[src/rtl/bankreg_pkg.sv]
package bankreg_pkg;
  localparam int ARCH_W     = 4;
  localparam int MODE_W     = 5;
  localparam int NPHYS      = 30;
  localparam int PIDX_W     = $clog2(NPHYS);
  localparam int NSAVED     = 5;
  localparam int SLOT_W     = $clog2(NSAVED);
  localparam int NARROW_BIT = 5;

  // physical layout: user r0..r14 at 0..14, then private banks
  localparam int FINT_BASE = 15;
  localparam int SUP_BASE  = 22;
  localparam int ABT_BASE  = 24;
  localparam int UND_BASE  = 26;
  localparam int INT_BASE  = 28;

  typedef enum logic [MODE_W-1:0] {
    M_USER = 5'b10000,
    M_FINT = 5'b10001,
    M_INT  = 5'b10010,
    M_SUP  = 5'b10011,
    M_ABT  = 5'b10111,
    M_UND  = 5'b11011,
    M_SYS  = 5'b11111
  } mode_e;

  function automatic logic mode_known(logic [MODE_W-1:0] m);
    case (m)
      M_USER, M_FINT, M_INT, M_SUP, M_ABT, M_UND, M_SYS: return 1'b1;
      default: return 1'b0;
    endcase
  endfunction

  function automatic logic mode_priv(logic [MODE_W-1:0] m);
    case (m)
      M_FINT, M_INT, M_SUP, M_ABT, M_UND: return 1'b1;
      default: return 1'b0;
    endcase
  endfunction

  function automatic logic [SLOT_W-1:0] saved_slot(logic [MODE_W-1:0] m);
    case (m)
      M_FINT:  return SLOT_W'(0);
      M_INT:   return SLOT_W'(1);
      M_SUP:   return SLOT_W'(2);
      M_ABT:   return SLOT_W'(3);
      M_UND:   return SLOT_W'(4);
      default: return SLOT_W'(0);
    endcase
  endfunction

  function automatic logic [PIDX_W-1:0] phys_of(logic [ARCH_W-1:0] a, logic [MODE_W-1:0] m);
    logic [PIDX_W-1:0] p;
    logic              top2;
    p    = PIDX_W'(a);
    top2 = (a == 4'd13) || (a == 4'd14);
    case (m)
      M_FINT: if (a >= 4'd8 && a <= 4'd14) p = PIDX_W'(FINT_BASE) + PIDX_W'(a - 4'd8);
      M_SUP:  if (top2) p = PIDX_W'(SUP_BASE) + PIDX_W'(a - 4'd13);
      M_ABT:  if (top2) p = PIDX_W'(ABT_BASE) + PIDX_W'(a - 4'd13);
      M_UND:  if (top2) p = PIDX_W'(UND_BASE) + PIDX_W'(a - 4'd13);
      M_INT:  if (top2) p = PIDX_W'(INT_BASE) + PIDX_W'(a - 4'd13);
      default: ;
    endcase
    return p;
  endfunction
endpackage

[src/rtl/bankreg_map.sv]
module bankreg_map
  import bankreg_pkg::*;
(
  input  logic [ARCH_W-1:0] arch_i,
  input  logic [MODE_W-1:0] mode_i,
  output logic [PIDX_W-1:0] phys_o,
  output logic              is_pc_o,
  output logic              is_hi_o
);
  assign phys_o  = phys_of(arch_i, mode_i);
  assign is_pc_o = (arch_i == 4'd15);
  assign is_hi_o = (arch_i >= 4'd8) && (arch_i <= 4'd12);
endmodule

[src/rtl/bankreg_store.sv]
module bankreg_store #(
  parameter int DATA_W = 32,
  parameter int DEPTH  = 30,
  parameter int NRD    = 2,
  localparam int AW    = $clog2(DEPTH)
) (
  input  logic              clk,
  input  logic              rst,
  input  logic              we_i,
  input  logic [AW-1:0]     waddr_i,
  input  logic [DATA_W-1:0] wdata_i,
  input  logic [AW-1:0]     raddr_i [NRD],
  output logic [DATA_W-1:0] rdata_o [NRD]
);
  logic [DATA_W-1:0] mem [DEPTH];

  always_ff @(posedge clk) begin
    if (rst) begin
      for (int i = 0; i < DEPTH; i++) mem[i] <= '0;
    end else if (we_i) begin
      mem[waddr_i] <= wdata_i;
    end
  end

  for (genvar g = 0; g < NRD; g++) begin : g_rd
    assign rdata_o[g] = mem[raddr_i[g]];
  end
endmodule

[src/rtl/bankreg_status.sv]
module bankreg_status
  import bankreg_pkg::*;
#(
  parameter int DATA_W = 32
) (
  input  logic              clk,
  input  logic              rst,
  input  logic              st_we_i,
  input  logic [DATA_W-1:0] st_wdata_i,
  input  logic              exc_en_i,
  input  logic [MODE_W-1:0] exc_mode_i,
  input  logic              ret_en_i,
  output logic [DATA_W-1:0] status_o,
  output logic [DATA_W-1:0] saved_cur_o,
  output logic              exc_take_o
);
  localparam logic [DATA_W-1:0] RESET_STATUS = {{(DATA_W-MODE_W){1'b0}}, M_SUP};

  logic [DATA_W-1:0] status_q;
  logic [DATA_W-1:0] saved_q [NSAVED];
  logic              cur_priv;
  logic              exc_ok;

  assign exc_ok   = exc_en_i && mode_priv(exc_mode_i);
  assign cur_priv = mode_priv(status_q[MODE_W-1:0]);

  always_ff @(posedge clk) begin
    if (rst) begin
      status_q <= RESET_STATUS;
      for (int i = 0; i < NSAVED; i++) saved_q[i] <= '0;
    end else if (exc_ok) begin
      saved_q[saved_slot(exc_mode_i)] <= status_q;
      status_q <= {status_q[DATA_W-1:NARROW_BIT+1], 1'b0, exc_mode_i};
    end else if (ret_en_i && cur_priv) begin
      status_q <= saved_q[saved_slot(status_q[MODE_W-1:0])];
    end else if (st_we_i) begin
      status_q <= st_wdata_i;
    end
  end

  assign status_o    = status_q;
  assign saved_cur_o = cur_priv ? saved_q[saved_slot(status_q[MODE_W-1:0])] : '0;
  assign exc_take_o  = exc_ok;

  AST_EXC_SAVE: assert property (@(posedge clk) disable iff (rst)
    exc_ok |=> saved_cur_o == $past(status_q));
  AST_EXC_MODE_WINS: assert property (@(posedge clk) disable iff (rst)
    exc_ok |=> status_q[MODE_W-1:0] == $past(exc_mode_i));
  AST_BAD_EXC_NOP: assert property (@(posedge clk) disable iff (rst)
    (exc_en_i && !exc_ok && !ret_en_i && !st_we_i) |=> $stable(status_q));
  AST_RET_RESTORE: assert property (@(posedge clk) disable iff (rst)
    (!exc_ok && ret_en_i && cur_priv) |=> status_q == $past(saved_cur_o));
  AST_RET_IGNORED: assert property (@(posedge clk) disable iff (rst)
    (!exc_en_i && ret_en_i && !cur_priv && !st_we_i) |=> $stable(status_q));
endmodule

[src/rtl/bankreg_file.sv]
module bankreg_file
  import bankreg_pkg::*;
#(
  parameter int DATA_W   = 32,
  parameter int PC_AHEAD = 8
) (
  input  logic              clk,
  input  logic              rst,
  input  logic [3:0]        rd_a_addr,
  output logic [DATA_W-1:0] rd_a_data,
  input  logic [3:0]        rd_b_addr,
  output logic [DATA_W-1:0] rd_b_data,
  input  logic              wr_en,
  input  logic [3:0]        wr_addr,
  input  logic [DATA_W-1:0] wr_data,
  input  logic              st_we,
  input  logic [DATA_W-1:0] st_wdata,
  input  logic              exc_en,
  input  logic [4:0]        exc_mode,
  input  logic [DATA_W-1:0] exc_ret_addr,
  input  logic              ret_en,
  output logic [DATA_W-1:0] status_o,
  output logic [DATA_W-1:0] saved_status_o,
  output logic              mode_err,
  output logic              narrow_err
);
  localparam int NRD   = 2;
  localparam int NPORT = NRD + 1;   // read ports then the write port
  localparam int WP    = NRD;

  logic [DATA_W-1:0] status_w;
  logic              exc_take;
  logic [MODE_W-1:0] cur_mode, eff_mode;
  logic [DATA_W-1:0] pc_q;

  logic [ARCH_W-1:0] arch_sel [NPORT];
  logic [PIDX_W-1:0] phys_sel [NPORT];
  logic              pc_sel   [NPORT];
  logic              hi_sel   [NPORT];
  logic [PIDX_W-1:0] rd_phys  [NRD];
  logic [DATA_W-1:0] rd_store [NRD];
  logic [DATA_W-1:0] rd_val   [NRD];

  logic              st_wr;
  logic [PIDX_W-1:0] st_waddr;
  logic [DATA_W-1:0] st_wval;

  bankreg_status #(.DATA_W(DATA_W)) u_status (
    .clk(clk), .rst(rst),
    .st_we_i(st_we), .st_wdata_i(st_wdata),
    .exc_en_i(exc_en), .exc_mode_i(exc_mode), .ret_en_i(ret_en),
    .status_o(status_w), .saved_cur_o(saved_status_o), .exc_take_o(exc_take)
  );

  assign cur_mode = status_w[MODE_W-1:0];
  assign eff_mode = mode_known(cur_mode) ? cur_mode : M_USER;

  assign arch_sel[0]  = rd_a_addr;
  assign arch_sel[1]  = rd_b_addr;
  assign arch_sel[WP] = wr_addr;

  for (genvar g = 0; g < NPORT; g++) begin : g_map
    bankreg_map u_map (
      .arch_i(arch_sel[g]), .mode_i(eff_mode),
      .phys_o(phys_sel[g]), .is_pc_o(pc_sel[g]), .is_hi_o(hi_sel[g])
    );
  end

  for (genvar g = 0; g < NRD; g++) begin : g_rd
    assign rd_phys[g] = phys_sel[g];
    assign rd_val[g]  = pc_sel[g] ? pc_q + DATA_W'(PC_AHEAD) : rd_store[g];
  end

  // one physical write port: exception link load wins over the general write
  assign st_wr    = exc_take || (wr_en && !pc_sel[WP]);
  assign st_waddr = exc_take ? phys_of(4'd14, exc_mode) : phys_sel[WP];
  assign st_wval  = exc_take ? exc_ret_addr : wr_data;

  bankreg_store #(.DATA_W(DATA_W), .DEPTH(NPHYS), .NRD(NRD)) u_store (
    .clk(clk), .rst(rst),
    .we_i(st_wr), .waddr_i(st_waddr), .wdata_i(st_wval),
    .raddr_i(rd_phys), .rdata_o(rd_store)
  );

  always_ff @(posedge clk) begin
    if (rst) pc_q <= '0;
    else if (!exc_take && wr_en && pc_sel[WP]) pc_q <= wr_data;
  end

  assign rd_a_data  = rd_val[0];
  assign rd_b_data  = rd_val[1];
  assign status_o   = status_w;
  assign mode_err   = !mode_known(cur_mode);
  assign narrow_err = status_w[NARROW_BIT] &&
                      (hi_sel[0] || hi_sel[1] || (wr_en && hi_sel[WP]));

  AST_PC_AHEAD: assert property (@(posedge clk) disable iff (rst)
    (wr_en && wr_addr == 4'd15 && !exc_take) |=>
      (rd_a_addr != 4'd15 || rd_a_data == $past(wr_data) + DATA_W'(PC_AHEAD)));
  AST_EXC_LINK: assert property (@(posedge clk) disable iff (rst)
    exc_take |=> (rd_a_addr != 4'd14 || rd_a_data == $past(exc_ret_addr)));
  AST_NARROW_LOW: assert property (@(posedge clk) disable iff (rst)
    (!wr_en && rd_a_addr < 4'd8 && rd_b_addr < 4'd8) |-> !narrow_err);
  AST_WIDE_NO_FLAG: assert property (@(posedge clk) disable iff (rst)
    !status_o[NARROW_BIT] |-> !narrow_err);
endmodule

[config.mk]
export PLATFORM = sky130hd
export DESIGN_NAME = bankreg_file
export DESIGN_NICKNAME = d
export VERILOG_FILES = /design/src/rtl/bankreg_pkg.sv /design/src/rtl/bankreg_map.sv /design/src/rtl/bankreg_store.sv /design/src/rtl/bankreg_status.sv /design/src/rtl/bankreg_file.sv
export SDC_FILE = /design/constraint.sdc
export NUM_CORES = 2
export LEC_CHECK = 0
export BUFFER_PORTS_ARGS = -buffer_cell sky130_fd_sc_hd__buf_2
export CAP_MARGIN = 10
export CORE_UTILIZATION = 50
export CTS_BUF_LIST = sky130_fd_sc_hd__clkbuf_16
export CTS_CLUSTER_DIAMETER = 80
export DETAILED_ROUTE_END_ITERATION = 16
export PLACE_DENSITY = 0.67
export SLEW_MARGIN = 20
export SYNTH_ARGS = -nofsm -noshare
export SYNTH_HDL_FRONTEND = slang
export SYNTH_SLANG_ARGS = --single-unit
export TNS_END_PERCENT = 10
[constraint.sdc]
create_clock -name clk -period 4.3 [get_ports clk]
set_clock_uncertainty 0.05 [all_clocks]
set_input_delay 0.215 -clock clk [delete_from_list [all_inputs] [get_ports clk]]
set_output_delay 0.215 -clock clk [all_outputs]
set_load 0.02 [all_outputs]
Yosys cells after proc, flatten, opt, wreduce, memory -nomap -nowiden:

Memory sizes are Yosys's and may differ from the RTL's.
Cells that the tools add are included.

* RAM bits: 1120
* logic and storage cells: 144
* register bits: 64
* output and inout port bits: 130
* input bits: 119
* memories kept: 2

* equality and inequality tests: 26
* add/subtract/negate cells: 22
* magnitude comparators: 9
* bitwise operators: 1
* muxes and demuxes: 49
* reduce and logical (&&, ||, !) cells: 31

Memories
* u_store.mem: words 30, width 32, rd ports 2, clocked after memory_dff 0, write ports 30, RTL line bankreg_store.sv:15 `logic [DATA_W-1:0] mem [DEPTH];`
* u_status.saved_q: words 5, width 32, rd ports 1, clocked after memory_dff 0, write ports 5, RTL line bankreg_status.sv:20 `logic [DATA_W-1:0] saved_q [NSAVED];`

Operator list (number)
* 32-bit 2-to-1 mux: 8
* 5-bit case mux with 5 select lines: 4
* 5-bit 2-to-1 mux: 19
* 5-bit == test (second input constant): 17
* 32-bit OR reduction: 2
* 5-bit adder (first input constant): 12
* 4-bit == test (second input constant): 9
* 32-bit by 4-bit adder with 32-bit output (second input constant): 1
* 4-bit by 4-bit subtractor with 5-bit output (second input constant): 6
* 4-bit less-or-equal comparator (second input constant): 6
* 3-bit case mux with 4 select lines: 2
* 4-bit by 5-bit adder with 5-bit output (first input constant): 3
* 1-bit logical AND: 13
* 1-bit 2-to-1 mux: 13
* 4-bit greater-or-equal comparator (second input constant): 3
* 5-bit OR reduction: 2
* 3-bit 2-to-1 mux: 3
* 7-bit OR reduction: 1
* 1-bit logical OR: 6
* 1-bit logical NOT: 3
* 3-bit nonzero test: 1
* 2-bit AND reduction: 1
* 2-bit nonzero test: 1
* 2-bit OR reduction: 1
* 1-bit inverter: 1

Longest topological paths before layout:

* word-level depth: 10
* depth in mapped cells: 17
* depth with buffers taken out: 14

Hierarchy:

From an unflattened synthesis, not the netlist that was laid out.

* cell total of the unflattened synthesis: 6058
* area, all modules: 69842.0 µm²

By module, submodules not included
* bankreg_store: cells each 4568, seq. area each 30749.5 µm², area an instance 55637.1 µm², instances 1
* bankreg_status: cells each 776, seq. area each 5535.3 µm², area an instance 9245.1 µm², instances 1
* bankreg_file: cells each 431, seq. area each 640.6 µm², area an instance 2914.0 µm², instances 1
* bankreg_map (g_map[0].u_map ...): cells each 97, seq. area each 0.0 µm², area an instance 676.9 µm², instances 2
* bankreg_map (g_map[2].u_map): cells each 89, seq. area each 0.0 µm², area an instance 691.9 µm², instances 1

Worst setup path before layout:

No wires, ideal clock.

* kind: input-to-reg
* start: in wr_addr[1]
* end: mem u_store.mem[30][0] (enable)
* setup slack: -0.234 ns
* library setup time: 0.421 ns
* arrival time: 4.063 ns
* stages on the path: 13
* path buffers: 1
* data required time: 3.829 ns
* cell sequence: clkbuf_1 inv_1 ha_1 nand2b_1 and2_1 ha_1 xnor2_1 a21oi_1 a31oi_1 o21ai_0 a21oi_1 or3b_1 nor2_1

RTL lines
* start, declared: RTL line bankreg_file.sv:14 `input logic [3:0] wr_addr,`
* end, declared: RTL line bankreg_store.sv:15

Final worst setup path:

* start: reg u_status.status_q[0], in the netlist u_status.status_o[0]
* end: out rd_a_data[20]

* cells in the longest elaborated chain, start to end: 8
* elaborated cells on any way between the ends: 18
* classes of those cells: eq/ne (12); mux (4); reduce/logical (1); memory (1)

RTL lines
* start, declared: RTL line bankreg_status.sv:19 `logic [DATA_W-1:0] status_q;`
* start signal, assigned: RTL line bankreg_status.sv:33 `status_q <= {status_q[DATA_W-1:NARROW_BIT+1], 1'b0, exc_mode_i};`
* start signal, assigned: RTL line bankreg_status.sv:35 `status_q <= saved_q[saved_slot(status_q[MODE_W-1:0])];`
* start signal, assigned: RTL line bankreg_status.sv:37 `status_q <= st_wdata_i;`
* 5-bit == test: RTL line bankreg_pkg.sv:28 `case (m)`
* 7-bit OR reduction: RTL line bankreg_pkg.sv:28
* 1-bit 2-to-1 mux: RTL line bankreg_pkg.sv:28
* 5-bit 2-to-1 mux *: RTL line bankreg_file.sv:56 `assign eff_mode = mode_known(cur_mode) ? cur_mode : M_USER;`
* 5-bit == test: RTL line bankreg_pkg.sv:57 `case (m)`
* 5-bit case mux with 5 select lines *: RTL line bankreg_pkg.sv:57
* memory read 30 x 32 bit *
* 32-bit 2-to-1 mux *: RTL line bankreg_file.sv:71 `assign rd_val[g] = pc_sel[g] ? pc_q + DATA_W'(PC_AHEAD) : rd_store[g];`
* end, declared: RTL line bankreg_file.sv:10 `output logic [DATA_W-1:0] rd_a_data,`

Every way passes the cells marked *; elsewhere a longest branch is shown, timed or not.

==> results_dict.tcl <==
set metrics [dict create \
    wl_per_cell_um 32.4 \
    area_growth_pct 22.6 \
    hp-class "in2reg" \
    p_total_mw 52.5 \
    ys_seq_elements 1248 \
    cts.sinks 1248 \
    slew_viol_final 0 \
    postSynthCellCount 6635 \
    whs_path_depth 3 \
    critical_path_class "reg2out" \
    synth_nets 6780 \
    synth_cell_type_count 92 \
    cts_tree "built" \
    first_global_vias 56163 \
    post-route-min-period_ps 4720 \
    hold_violations 0 \
    leakagePower_nw 31.2 \
    status "finished with violations" \
    setup.worst_path.start_class "flop" \
    pre_cts_ws_ps -364 \
    die_y_um 367 \
    ff2ff_path_depth 13 \
    max_cap_viol_count 0 \
    setup_viol 63 \
    synth_top_area_cell "edfxtp_1" \
    via_count 60450 \
    cellPowerDensity_mw_per_mm2 644 \
    drive_above_1_share 0.192 \
    synth_area_mm2 0.0664 \
    r2r_end "u_store.mem[29][24]" \
    ys_top_cells_by_area "edfxtp_1 (54%), nand2_1 (7.6%), mux2i_1 (6.6%), nor2_1 (6.2%), nand3_1 (3.5%)" \
    arrival_ps 4460 \
    max_slew_margin 0.212 \
    critPathRequiredTime_ps 4030 \
    crit_path_end_kind "output port" \
    port_buffers 248 \
    violations "negative setup slack" \
    route.detailed.drc 0 \
    r2r_slack_ps 350 \
    wl_mm 289 \
    drtIter0Drc 11362 \
    async_flop_share 0 \
    htree_levels 4 \
    syn_area_per_cell_um2 10.0 \
    num_rows 133 \
    yosysSeqAreaShare 0.554 \
    antenna_found_initial 4 \
    cts_root_buffer "clkbuf_16" \
    insertion_delay_ps 790 \
    hold_end "u_store.mem[31][20]" \
    rsz0062_at_grt "yes" \
    ir_worst_vdd_mv 0.469 \
    grt_start_max_net_pins 100 \
    yosysWarnings 0 \
    setup_ws_ps -423 \
    path_max_fanout 8 \
    via_per_inst 6.76 \
    die_area_mm2 0.134 \
    synthFlopType "edfxtp_1" \
    place_congestion 0.994 \
    max_freq_ghz 0.212 \
    grt_pass1_wl_mm 401 \
    post-route-period-util 1.10 \
    cts.path.max_buffers 3 \
    design_area_mm2 0.0814 \
    r2r-start "u_status.status_o[3]" \
    path_clk_slew_ps 60 \
    hpwlAfterDp_mm 175 \
    postRouteAntennaNets 0 \
    fin_setup_tns_ps -15030 \
    synth_edf_count 1184 \
    grt_util_all_layers 0.416 \
    drt-pass1-iter-count 10 \
    utilization 0.619 \
    hold_start "exc_ret_addr[20]" \
    core_mm2 0.132 \
    worst_slew_pin_slew_ps 1170 \
    nets 7210 \
    postPlaceCellArea_mm2 0.0730 \
    synth_top_area_frac 0.535 \
    design.portCount 249 \
    overflow 0 \
    initial_core_util 0.505 \
    die_w_um 367 \
    cts_buffers 140 \
]
==> per-layer routing <==
layer / vias to the layer above / track usage / routed length, µm
met5: - / 0 / 151
met4: 2 / 0.269 / 23100
met3: 1279 / 0.131 / 46700
met2: 5701 / 0.604 / 121000
met1: 28898 / 0.535 / 98500
li1: 24570 / - / -
==> cells in the mapped netlist (all sizes together) (6+ instances only) <==
library cell and instances:
xnor2 23, a32oi 135, edfxtp 1184, nor2b 12, a211oi 92, mux4 77
o2111ai 19, and2 164, a31oi 125, nor2 1100, a21o 7, a22oi 31
buf 227, or2 15, nand3 469, mux2i 436, o21ai 45, a311oi 9
and3 39, dfxtp 64, a21oi 219, inv 58, a41oi 6, nor3 24
o211ai 9, o22ai 42, ha 26, clkbuf 391, nor4 9, xor2 20
a221oi 45, or4 31, nand2 1338, a21boi 6, nand4 13, nand2b 43
==> area by class of cell <==
cell class	count	area, µm²
fillers	10386	50200
diodes	6	15.0
clock buffers	141	3530
flip-flops and latches	1248	36900
well taps	1755	2200
repair buffers	904	9300
multi-input cells	4713	28200
clock inverters	113	1120
inverters	58	218
==> layout by cell type, fill, tap and decap left out, types with 21 or more instances in the layout <==
| cell | netlist | final |
|---|---|---|
| and2_1 | 163 | 158 |
| buf_12 | 0 | 142 |
| buf_6 | 17 | 47 |
| edfxtp_1 | 1184 | 1184 |
| and3_1 | 39 | 29 |
| clkinv_2 | 0 | 21 |
| xnor2_1 | 23 | 21 |
| a22oi_1 | 31 | 26 |
| inv_1 | 57 | 79 |
| dlygate4sd3_1 | 0 | 101 |
| nand2_1 | 1338 | 1308 |
| dfxtp_1 | 64 | 59 |
| a32oi_1 | 133 | 118 |
| o22ai_1 | 42 | 41 |
| buf_2 | 163 | 212 |
| a221oi_1 | 44 | 33 |
| nand3_1 | 469 | 465 |
| mux2i_1 | 436 | 388 |
| mux4_2 | 77 | 77 |
| a21oi_1 | 218 | 214 |
| nand2b_2 | 0 | 30 |
| clkinv_1 | 0 | 31 |
| a31oi_1 | 125 | 120 |
| o21ai_0 | 25 | 21 |
| mux2i_4 | 0 | 34 |
| buf_4 | 30 | 358 |
| a211oi_1 | 92 | 83 |
| ha_1 | 26 | 26 |
| nand2_2 | 0 | 28 |
| or4_4 | 0 | 23 |
| clkbuf_16 | 0 | 146 |
| nor2_1 | 1100 | 1091 |
| buf_16 | 0 | 32 |
==> per-stage QoR <==
stage,hold WS [ps],cells
finish,42.8,8938
detailed placement,431,8485
floorplan,301,6635
global placement,419,8485
CTS,4.05,8903
global route,26.7,8934
==> sequential cells by signal, indices dropped and copies added (netlist names) <==
register / count
u_status.status_o: 32
pc_q: 32
u_store.mem: 1024
u_status.saved_q: 160
==> power by group <==
group	total [mW]	internal [mW]	switching, mW
sequential	14.4	14.0	0.450
combinational	25.8	9.90	15.9
clock	12.2	6.95	5.27
==> critical path, stage by stage (launching register included) <==
cell and delay (ps):
dfxtp_4 400, buf_4 130, nand4b_1 180, buf_4 200, o311ai_1 120, o21ai_1 190, a32oi_4 400, nor2_4 240
clkbuf_16 260, a32oi_1 190, a31oi_1 130, or4_4 570, mux2i_4 360, buf_6 160, buf_6 110
==> worst max path at each step <==
stage | from | end | cells after the start
2_1_floorplan | wr_addr[1] | u_store.mem[30][0] | 13
3_3_place_gp | rd_a_addr[0] | rd_a_data[20] | 17
3_5_place_dp | rd_a_addr[0] | rd_a_data[18] | 17
4_1_cts | u_status.status_o[0] | rd_a_data[22] | 14
5_1_grt | u_status.status_o[0] | rd_a_data[20] | 14
6_report | u_status.status_o[0] | rd_a_data[20] | 14
==> cell families after synthesis <==
kind of cell / count (synthesis) / synth area share
AO/OA/AOI/OAI: 837 / 0.0874
XOR/XNOR: 44 / 0.00601
adder cells (fa/ha/maj): 27 / 0.00507
buffers and inverters: 676 / 0.0449
flip-flops: 1248 / 0.554
multiplexers: 518 / 0.0926
AND/OR/NAND/NOR: 3285 / 0.210
==> what timing repair did <==
item / 4_1_cts / 5_1_grt
pin swaps: 22 / 27
buffers inserted: 45 / 22
endpoints found under the setup margin: 64 / 64
endpoints found under the hold margin: 153 / 8
resized for setup: 223 / 102
hold buffers: 100 / 1
cloned: 19 / 7
No activity file was read; power rests on OpenSTA's default activity.
